[config.mk]
export PLATFORM = sky130hd
export DESIGN_NAME = rect_splitter
export DESIGN_NICKNAME = d
export VERILOG_FILES = /design/src/rtl/rect_splitter.sv
export SDC_FILE = /design/constraint.sdc
export NUM_CORES = 1
export LEC_CHECK = 0
export BUFFER_PORTS_ARGS = -buffer_cell sky130_fd_sc_hd__buf_2
export CORE_MARGIN = 2
export CORE_UTILIZATION = 63
export CTS_BUF_LIST = sky130_fd_sc_hd__clkbuf_8 sky130_fd_sc_hd__clkbuf_16
export DETAILED_ROUTE_END_ITERATION = 16
export GPL_TIMING_DRIVEN = 0
export PLACE_DENSITY = 0.86
export SYNTH_ARGS = -nofsm -noshare
export SYNTH_HDL_FRONTEND = slang
export SYNTH_SLANG_ARGS = --single-unit
[constraint.sdc]
create_clock -name clk -period 23.4 [get_ports clk]
set_input_delay 4.68 -clock clk [delete_from_list [all_inputs] [get_ports clk]]
set_output_delay 4.68 -clock clk [all_outputs]
set_load 0.01 [all_outputs]
[src/rtl/rect_splitter.sv]
module rect_splitter #(
  parameter int CW     = 11,
  parameter int MW     = 20,
  parameter int MODEW  = 2,
  parameter int FLAGW  = 3,
  parameter int TS_BIT = 1
) (
  input  logic             clk,
  input  logic             rst_n,
  input  logic             in_valid,
  output logic             in_ready,
  input  logic [CW-1:0]    in_x,
  input  logic [CW-1:0]    in_y,
  input  logic [CW-1:0]    in_w,
  input  logic [CW-1:0]    in_h,
  input  logic [MODEW-1:0] in_mode,
  input  logic [FLAGW-1:0] in_flags,
  input  logic [MW-1:0]    cfg_max_bytes,
  output logic             out_valid,
  input  logic             out_ready,
  output logic [CW-1:0]    out_x,
  output logic [CW-1:0]    out_y,
  output logic [CW-1:0]    out_w,
  output logic [CW-1:0]    out_h,
  output logic [MODEW-1:0] out_mode,
  output logic [FLAGW-1:0] out_flags,
  output logic             out_last,
  output logic             done
);

  localparam int PW   = (2*CW+1 > MW) ? 2*CW+1 : MW;
  localparam int RW   = CW + 2;
  localparam int CNTW = $clog2(MW+1);

  typedef enum logic [2:0] {S_IDLE, S_DIV, S_LEAD, S_MID1, S_MID2, S_TAIL} st_t;

  st_t st, st_nx_emit, st_first_in;

  logic [CW-1:0]    rx, ry, rh, span;
  logic [MODEW-1:0] rmode;
  logic [FLAGW-1:0] rflags;
  logic             lead, tail, cut, first;
  logic [MW-1:0]    quo;
  logic [RW-1:0]    rem;
  logic [CNTW-1:0]  cnt;

  logic             nz_in, lead_in, tail_in, cut_in, take, fire;
  logic [CW-1:0]    w1_in, span_in, xa, qh;
  logic [PW-1:0]    prod_in;
  logic [RW:0]      trial, dvs;

  assign in_ready = (st == S_IDLE);
  assign take     = in_valid && in_ready;
  assign fire     = out_valid && out_ready;

  assign nz_in   = (in_w != '0) && (in_h != '0);
  assign lead_in = in_x[0] && nz_in;
  assign w1_in   = in_w - CW'(lead_in);
  assign span_in = nz_in ? {w1_in[CW-1:1], 1'b0} : '0;
  assign tail_in = w1_in[0] && nz_in;
  assign prod_in = PW'(span_in) * PW'(in_h) * PW'(2);
  assign cut_in  = (span_in != '0) && (prod_in > PW'(cfg_max_bytes));

  always_comb begin
    if (lead_in)              st_first_in = S_LEAD;
    else if (span_in != '0)   st_first_in = S_MID1;
    else if (tail_in)         st_first_in = S_TAIL;
    else                      st_first_in = S_IDLE;
  end

  always_comb begin
    st_nx_emit = S_IDLE;
    case (st)
      S_LEAD: st_nx_emit = (span != '0) ? S_MID1 : (tail ? S_TAIL : S_IDLE);
      S_MID1: st_nx_emit = cut ? S_MID2 : (tail ? S_TAIL : S_IDLE);
      S_MID2: st_nx_emit = tail ? S_TAIL : S_IDLE;
      default: st_nx_emit = S_IDLE;
    endcase
  end

  assign trial = {rem, quo[MW-1]};
  assign dvs   = (RW+1)'({span, 1'b0});

  always_ff @(posedge clk) begin
    if (!rst_n) begin
      st <= S_IDLE;
      rx <= '0; ry <= '0; rh <= '0; span <= '0;
      rmode <= '0; rflags <= '0;
      lead <= 1'b0; tail <= 1'b0; cut <= 1'b0; first <= 1'b0;
      quo <= '0; rem <= '0; cnt <= '0;
      done <= 1'b0;
    end else begin
      done <= (take && !nz_in) || (fire && out_last);
      if (take) begin
        rx <= in_x; ry <= in_y; rh <= in_h;
        span <= span_in; lead <= lead_in; tail <= tail_in; cut <= cut_in;
        rmode <= in_mode; rflags <= in_flags;
        first <= 1'b1;
        quo <= cfg_max_bytes;
        rem <= '0;
        cnt <= CNTW'(MW);
        st <= cut_in ? S_DIV : st_first_in;
      end else if (st == S_DIV) begin
        if (trial >= dvs) begin
          rem <= RW'(trial - dvs);
          quo <= {quo[MW-2:0], 1'b1};
        end else begin
          rem <= RW'(trial);
          quo <= {quo[MW-2:0], 1'b0};
        end
        cnt <= cnt - 1'b1;
        if (cnt == CNTW'(1)) st <= lead ? S_LEAD : S_MID1;
      end else if (fire) begin
        first <= 1'b0;
        st <= st_nx_emit;
      end
    end
  end

  assign qh = CW'(quo);
  assign xa = rx + CW'(lead);

  assign out_valid = (st == S_LEAD) || (st == S_MID1) || (st == S_MID2) || (st == S_TAIL);
  assign out_last  = out_valid && (st_nx_emit == S_IDLE);
  assign out_mode  = rmode;
  assign out_flags = first ? rflags : (rflags & ~(FLAGW'(1) << TS_BIT));

  always_comb begin
    out_x = rx; out_y = ry; out_w = CW'(1); out_h = rh;
    case (st)
      S_MID1: begin out_x = xa; out_w = span; out_h = cut ? qh : rh; end
      S_MID2: begin out_x = xa; out_y = ry + qh; out_w = span; out_h = rh - qh; end
      S_TAIL: begin out_x = xa + span; end
      default: ;
    endcase
  end

endmodule

==> flow_metrics.tcl, run 1 <==
set metrics [dict create \
    status "finished clean" \
    syn_avg_cell_area_um2 7.815 \
    vias 10110 \
    fin_hold_ws_ns 0.4637 \
    fillers 1374 \
    num-nets-final 1789 \
    initial_utilization 0.6476 \
    cp_top_family "adder cells" \
    crit_arrival_ns 14.72 \
    viasPerCell 5.799 \
    io_buffer_count 124 \
    drt_iter0_drc 697 \
    synth_nets 1654 \
    seq_area_um2 1882 \
    globalplace.congestion 0.9134 \
    drive_gt1_frac 0.1044 \
    syn_to_final_growth_pct 11.04 \
    die_h_um 135.0 \
    route.detailed.drc 0 \
    syn_inst 1384 \
    antenna_found_initial 1 \
    ys_warn_count 0 \
    cts_sinks 94 \
    path_class "in2reg" \
    cts_tree "done" \
    clock_path_buffers 2 \
    p_leak_nw 5.668 \
    grt_pass1_vias 9769 \
    timing.fmax_mhz 69.04 \
    final.setup.tns_ns 0 \
    ys_top_cells_by_area "dfxtp_1 17%, ha_1 14%, fa_1 14%" \
    ys_ff_latch 94 \
    cp.required_ns 23.64 \
    placed_area_um2 11710 \
    ant_nets 0 \
    finalClockSkew_ns 0.005724 \
    clockRootBuffer "clkbuf_16" \
    core-area_um2 16700 \
    numCtsBuffers 9 \
    routedWlPerCell_um 16.56 \
    grt_overflow 0 \
    async_flop_share 0 \
    timing.final.crit_share 0.6190 \
    yosys.cell_types.count 65 \
    grtUsageTotal 0.3237 \
    core.rowCount 47 \
    path_buf_inv 8 \
    syn_area_um2 10820 \
    rsz0062_at_grt "no" \
    hold_class "reg2reg" \
    relSlewSlack 0.5005 \
    grt_pass1_wl_um 47280 \
    period_minus_slack_ns 14.49 \
    peakVddDrop_mv 0.06379 \
    crit_path_start_kind "input pin" \
    yosysTopAreaCellShare 0.1740 \
    die_area_um2 18230 \
    yosysSeqAreaShare 0.1740 \
    clkLatencyLatePin_ns 0.35 \
    dp_hpwl_um 23400 \
    path_clk_slew_ns 0.07 \
    grt_max_degree 17 \
    cap_violations 0 \
    postCtsSetupBuffers 0 \
    finalSetupViolCount 0 \
    hold_buffers 0 \
    synth_edf_count 0 \
    cpPeakStageDelay_ns 0.53 \
    multiInputGateArea_um2 8085 \
    synth_top_area_cell "dfxtp_1" \
    slew_violations 0 \
    routed_wl_um 28880 \
    cpMostUsedCell "fa_1" \
    firstDrtPassIters 5 \
    worst_pin_slew_ns 0.7465 \
    synthFlopType "dfxtp_1" \
    power_density_nw_per_um2 118.7 \
    crit_fanout 10 \
    slowest_stage "fa_1" \
    ctsResizeCount 0 \
    io_pins 126 \
    die_w_um 135.0 \
    hold_violations 0 \
    end_kind "flop" \
    finish.instance_area_um2 12010 \
    cts.htree.levels 3 \
]
==> tightest hold or removal path: cells and delay by family, from the launching register on <==
| kind | cells | cell delay (ns) |
|---|---|---|
| DFF | 1 | 0.31 |
| and+or+nand+nor | 1 | 0.04 |
| AOI/OAI and AO/OA | 1 | 0.06 |
==> cell families (layout without fill, tap and decap cells) <==
group / after synthesis / count (layout) / share of synthesized area
muxes: 5 / 5 / 0.004859
DFF: 94 / 94 / 0.1740
adders and majority gates: 197 / 197 / 0.2800
buffers and inverters: 221 / 360 / 0.07844
xor gates and xnor gates: 69 / 69 / 0.05588
other: 0 / 1 / 0
and+or+nand+nor: 495 / 495 / 0.2165
AOI/OAI and AO/OA: 303 / 303 / 0.1904
==> worst paths after layout <==
kind,start,end,slack (ns),cells past startpoint
setup / recovery,in_w[4],cut,8.91,41
hold / removal,rflags[2],rflags[2],0.46,2
setup reg to reg,span[4],rem[7],20.23,12
hold reg to reg,rflags[2],rflags[2],0.46,2
==> flip-flops by register name, indices dropped and copies added, names as in the netlist <==
signal and flops:
ry 11, rem 13, cnt 5, rx 11, cut 1, st 3, rh 11, lead 1
tail 1, done 1, out_mode 2, rflags 3, span 10, quo 20, first 1
==> stage by stage <==
| step | utilization | setup WS, ns | instances | total power, mW |
|---|---|---|---|---|
| after floorplan | - | 10.09 | 1384 | 1.011 |
| after global placement | 0.7012 | 8.819 | 1728 | 1.229 |
| after detailed placement | 0.7012 | 8.695 | 1728 | 1.257 |
| after CTS | 0.7189 | 9.044 | 1743 | 1.414 |
| after global routing | 0.7189 | 8.327 | 1743 | 1.571 |
| final | 0.7191 | 8.915 | 1744 | 1.426 |
==> cells in the mapped netlist, drive strengths merged (21+ instances only) <==
| library cell | instances |
|---|---|
| nand2 | 222 |
| a21oi | 62 |
| clkbuf | 61 |
| nand3 | 23 |
| a21boi | 64 |
| nor2 | 71 |
| inv | 146 |
| dfxtp | 94 |
| xor2 | 30 |
| and2 | 75 |
| o21ai | 55 |
| a21o | 21 |
| fa | 75 |
| ha | 122 |
| xnor2 | 39 |
| nor3 | 30 |
==> where the power goes <==
part / internal [mW] / switching (mW)
combinational: 0.426 / 0.611
clock: 0.0831 / 0.0683
sequential: 0.199 / 0.0391
total: 0.708 / 0.718
==> cell usage in the layout (no fill, tap or decap), types with 3 or more instances in the layout <==
| cell | Yosys | routed |
|---|---|---|
| fa_1 | 75 | 75 |
| o211ai_1 | 8 | 8 |
| clkinvlp_4 | 0 | 3 |
| xor2_1 | 30 | 30 |
| buf_4 | 4 | 4 |
| o21bai_1 | 6 | 6 |
| o221ai_1 | 4 | 4 |
| and3_1 | 10 | 10 |
| a21boi_0 | 64 | 64 |
| nand2_1 | 222 | 222 |
| o211a_1 | 10 | 10 |
| a21o_1 | 21 | 21 |
| or3_1 | 8 | 8 |
| nor4_1 | 5 | 5 |
| nor2_1 | 71 | 71 |
| a2111oi_0 | 4 | 4 |
| o22ai_1 | 16 | 16 |
| nand4_1 | 11 | 11 |
| nand3b_1 | 4 | 4 |
| and2_1 | 75 | 75 |
| a22oi_1 | 17 | 17 |
| nor3b_1 | 5 | 5 |
| buf_1 | 7 | 7 |
| dfxtp_1 | 94 | 94 |
| ha_1 | 122 | 122 |
| xnor2_1 | 39 | 39 |
| o21ai_0 | 54 | 54 |
| clkbuf_16 | 0 | 9 |
| nor2b_1 | 12 | 12 |
| a21oi_1 | 62 | 62 |
| o21a_1 | 5 | 5 |
| nand2b_1 | 9 | 9 |
| nand3_1 | 23 | 23 |
| inv_1 | 146 | 146 |
| a211oi_1 | 12 | 12 |
| buf_2 | 3 | 127 |
| clkbuf_1 | 61 | 61 |
| mux2i_1 | 3 | 3 |
| nor3_1 | 29 | 29 |
==> layer usage <==
metal  track usage  vias to the layer above  part of all wire
met5             0                        -                 0
met4        0.1163                        0             0.029
met3       0.03866                       61             0.074
met2        0.5561                      404              0.47
met1        0.4220                     4737              0.43
li1              -                     4912                 -
==> final cells by class <==
| cell class | count | share of cell area |
|---|---|---|
| timing repair buffer | 124 | 0.05168 |
| multi-input combinational | 1069 | 0.6733 |
| sequential | 94 | 0.1567 |
| buffer | 75 | 0.02501 |
| tap | 220 | 0.02292 |
| clock inverter | 6 | 0.005835 |
| inverter | 146 | 0.04563 |
| antenna | 1 | 0.0002084 |
| clock buffer | 9 | 0.01875 |
Note: power is estimated with default switching activity, not from simulation.
==> run 2: changes to the inputs <==
--- a/config.mk
+++ b/config.mk
@@ -7,11 +7,11 @@
 export LEC_CHECK = 0
 export BUFFER_PORTS_ARGS = -buffer_cell sky130_fd_sc_hd__buf_2
 export CORE_MARGIN = 2
-export CORE_UTILIZATION = 63
+export CORE_UTILIZATION = 61
 export CTS_BUF_LIST = sky130_fd_sc_hd__clkbuf_8 sky130_fd_sc_hd__clkbuf_16
 export DETAILED_ROUTE_END_ITERATION = 16
 export GPL_TIMING_DRIVEN = 0
-export PLACE_DENSITY = 0.86
+export PLACE_DENSITY = 0.84
 export SYNTH_ARGS = -nofsm -noshare
 export SYNTH_HDL_FRONTEND = slang
 export SYNTH_SLANG_ARGS = --single-unit
==> constraint.sdc (replaced) <==
create_clock -name clk -period 14.06 [get_ports clk]
set_input_delay 2.812 -clock clk [delete_from_list [all_inputs] [get_ports clk]]
set_output_delay 2.812 -clock clk [all_outputs]
set_load 0.01 [all_outputs]
==> flow_metrics.tcl, run 2 (synthesis gave the netlist of run 1 again) <==
set metrics [dict create \
    cap_violations 0 \
    viasPerCell 5.769 \
    finalClockSkew_ns 0.006665 \
    num-nets-final 1789 \
    largest_registers "quo x20, rem x13" \
    period_minus_slack_ns 12.64 \
    ant_nets 0 \
    grt_max_degree 19 \
    vias 10100 \
    slew_violations 0 \
    timing.fmax_mhz 79.14 \
    hold_violations 0 \
    finalSetupViolCount 0 \
    reg2reg_from "span[4]" \
    reg2reg_slack_ns 10.89 \
    io_buffer_count 124 \
    relSlewSlack 0.5132 \
    cts_sinks 94 \
    power_density_nw_per_um2 197.8 \
    syn_to_final_growth_pct 11.05 \
    share_comb_of_total_power 0.731 \
    route.detailed.drc 0 \
    cts.htree.levels 3 \
    fin_util 0.6944 \
    cts_tree "done" \
    die_h_um 137.2 \
    firstDrtPassIters 5 \
    core-area_um2 17300 \
    timing.final.crit_share 0.8987 \
    rsz0062_at_grt "no" \
    drive_gt1_frac 0.1050 \
    clock_path_buffers 2 \
    largest_register_ffs 20 \
    globalplace.congestion 0.9368 \
    routedWlPerCell_um 16.74 \
    drt_iter0_drc 661 \
    worstRegToRegCells 12 \
    path_class "in2reg" \
    min_to "rflags[1]" \
    regMostFlops "quo" \
    fin_hold_ws_ns 0.4642 \
    cp.required_ns 14.30 \
    crit_path_start_kind "input pin" \
    die_area_um2 18810 \
    clockRootBuffer "clkbuf_16" \
    layout_common_cells "222 x nand2_1, 146 x inv_1, 127 x buf_2" \
    slowest_stage "fa_1" \
    power_frac_seq 0.166 \
    pwr-share-clk 0.103 \
    sw_frac_of_total 0.5066 \
    p_leak_nw 5.678 \
    cpPeakStageDelay_ns 0.52 \
    min_path_cells 2 \
    postCtsSetupBuffers 0 \
    die_w_um 137.2 \
    path_clk_slew_ns 0.07 \
    hold_buffers 0 \
    worst_pin_slew_ns 0.7275 \
    hold_class "reg2reg" \
    power.switching_mw 1.204 \
    final_common_cell "nand2_1" \
    grtUsageTotal 0.3224 \
    grt_pass1_wl_um 47550 \
    io_pins 126 \
    antenna_found_initial 2 \
    peakVddDrop_mv 0.09858 \
    p_int_mw 1.172 \
    initial_utilization 0.6253 \
    crit_fanout 10 \
    status "finished clean" \
    final.setup.tns_ns 0 \
    grt_pass1_vias 9808 \
    crit_arrival_ns 12.88 \
    core.rowCount 48 \
    routed_wl_um 29320 \
    worstHoldStart "rflags[1]" \
    dp_hpwl_um 23790 \
    grt_overflow 0 \
    timing.rr.end "rem[9]" \
    cpMostUsedCell "fa_1" \
    clkLatencyLatePin_ns 0.35 \
    end_kind "flop" \
    ctsResizeCount 0 \
    numCtsBuffers 9 \
]
[run 2: changes by cell type in the layout (fill, tap and decap cells not counted)]
cell,change
clkinv_2,+1
clkinv_4,+1
inv_8,+2
inv_6,+1
diode_2,+1
clkinvlp_4,-3
bufinv_16,-1
[run 2: how the worst max path moves through the flow]
stage,start,cells after the start,endpoint
final,in_w[4],41,cut
after detailed placement,in_w[4],41,cut
after CTS,in_w[4],41,cut
after floorplan,in_w[4],40,cut
after global routing,in_w[4],41,cut
after global placement,in_w[4],41,cut
[run 2: worst max-delay path: cells and delay by family]
kind / cells / cell delay (ns)
and+or+nand+nor: 13 / 2.42
buffers and inverters: 8 / 1.41
adders and majority gates: 9 / 3.49
AOI/OAI and AO/OA: 9 / 2.44
xor gates and xnor gates: 2 / 0.28
[run 2: stage by stage]
step / std cells / area, µm² / power, mW / setup WS [ns]
6_report: 1751 / 12010 / 2.376 / 1.424
4_1_cts: 1749 / 12010 / 2.353 / 1.555
2_1_floorplan: 1384 / 10820 / 1.682 / 2.616
5_1_grt: 1751 / 12010 / 2.608 / 0.8692
3_3_place_gp: 1733 / 11720 / 2.044 / 1.357
3_5_place_dp: 1733 / 11720 / 2.097 / 1.219
[run 2: area by class of cell]
class                   count  area (µm²)
diodes                      2       5.005
fillers                  1429        5286
repair buffers            124       620.6
multi-input cells        1069        8085
flip-flops and latches     94        1882
well taps                 225       281.5
plain buffers              75       300.3
inverters                 146       548.0
clock inverters             7       62.56
clock buffers               9       225.2
[run 2: metal layers]
metal	GRT usage	up-vias	routed length, µm
li1	-	4916	-
met1	0.4173	4766	12490
met2	0.5492	358	13940
met3	0.03741	61	2004
met4	0.1271	0	883
met5	0	-	0
[run 2: power by group through the flow]
stage          Clock [mW]  Combinational (mW)  Sequential [mW]
2_1_floorplan           0                1.30            0.378
3_3_place_gp            0                1.65            0.396
3_5_place_dp            0                1.70            0.398
4_1_cts             0.245                1.72            0.392
5_1_grt             0.255                1.95            0.403
6_report            0.245                1.74            0.395
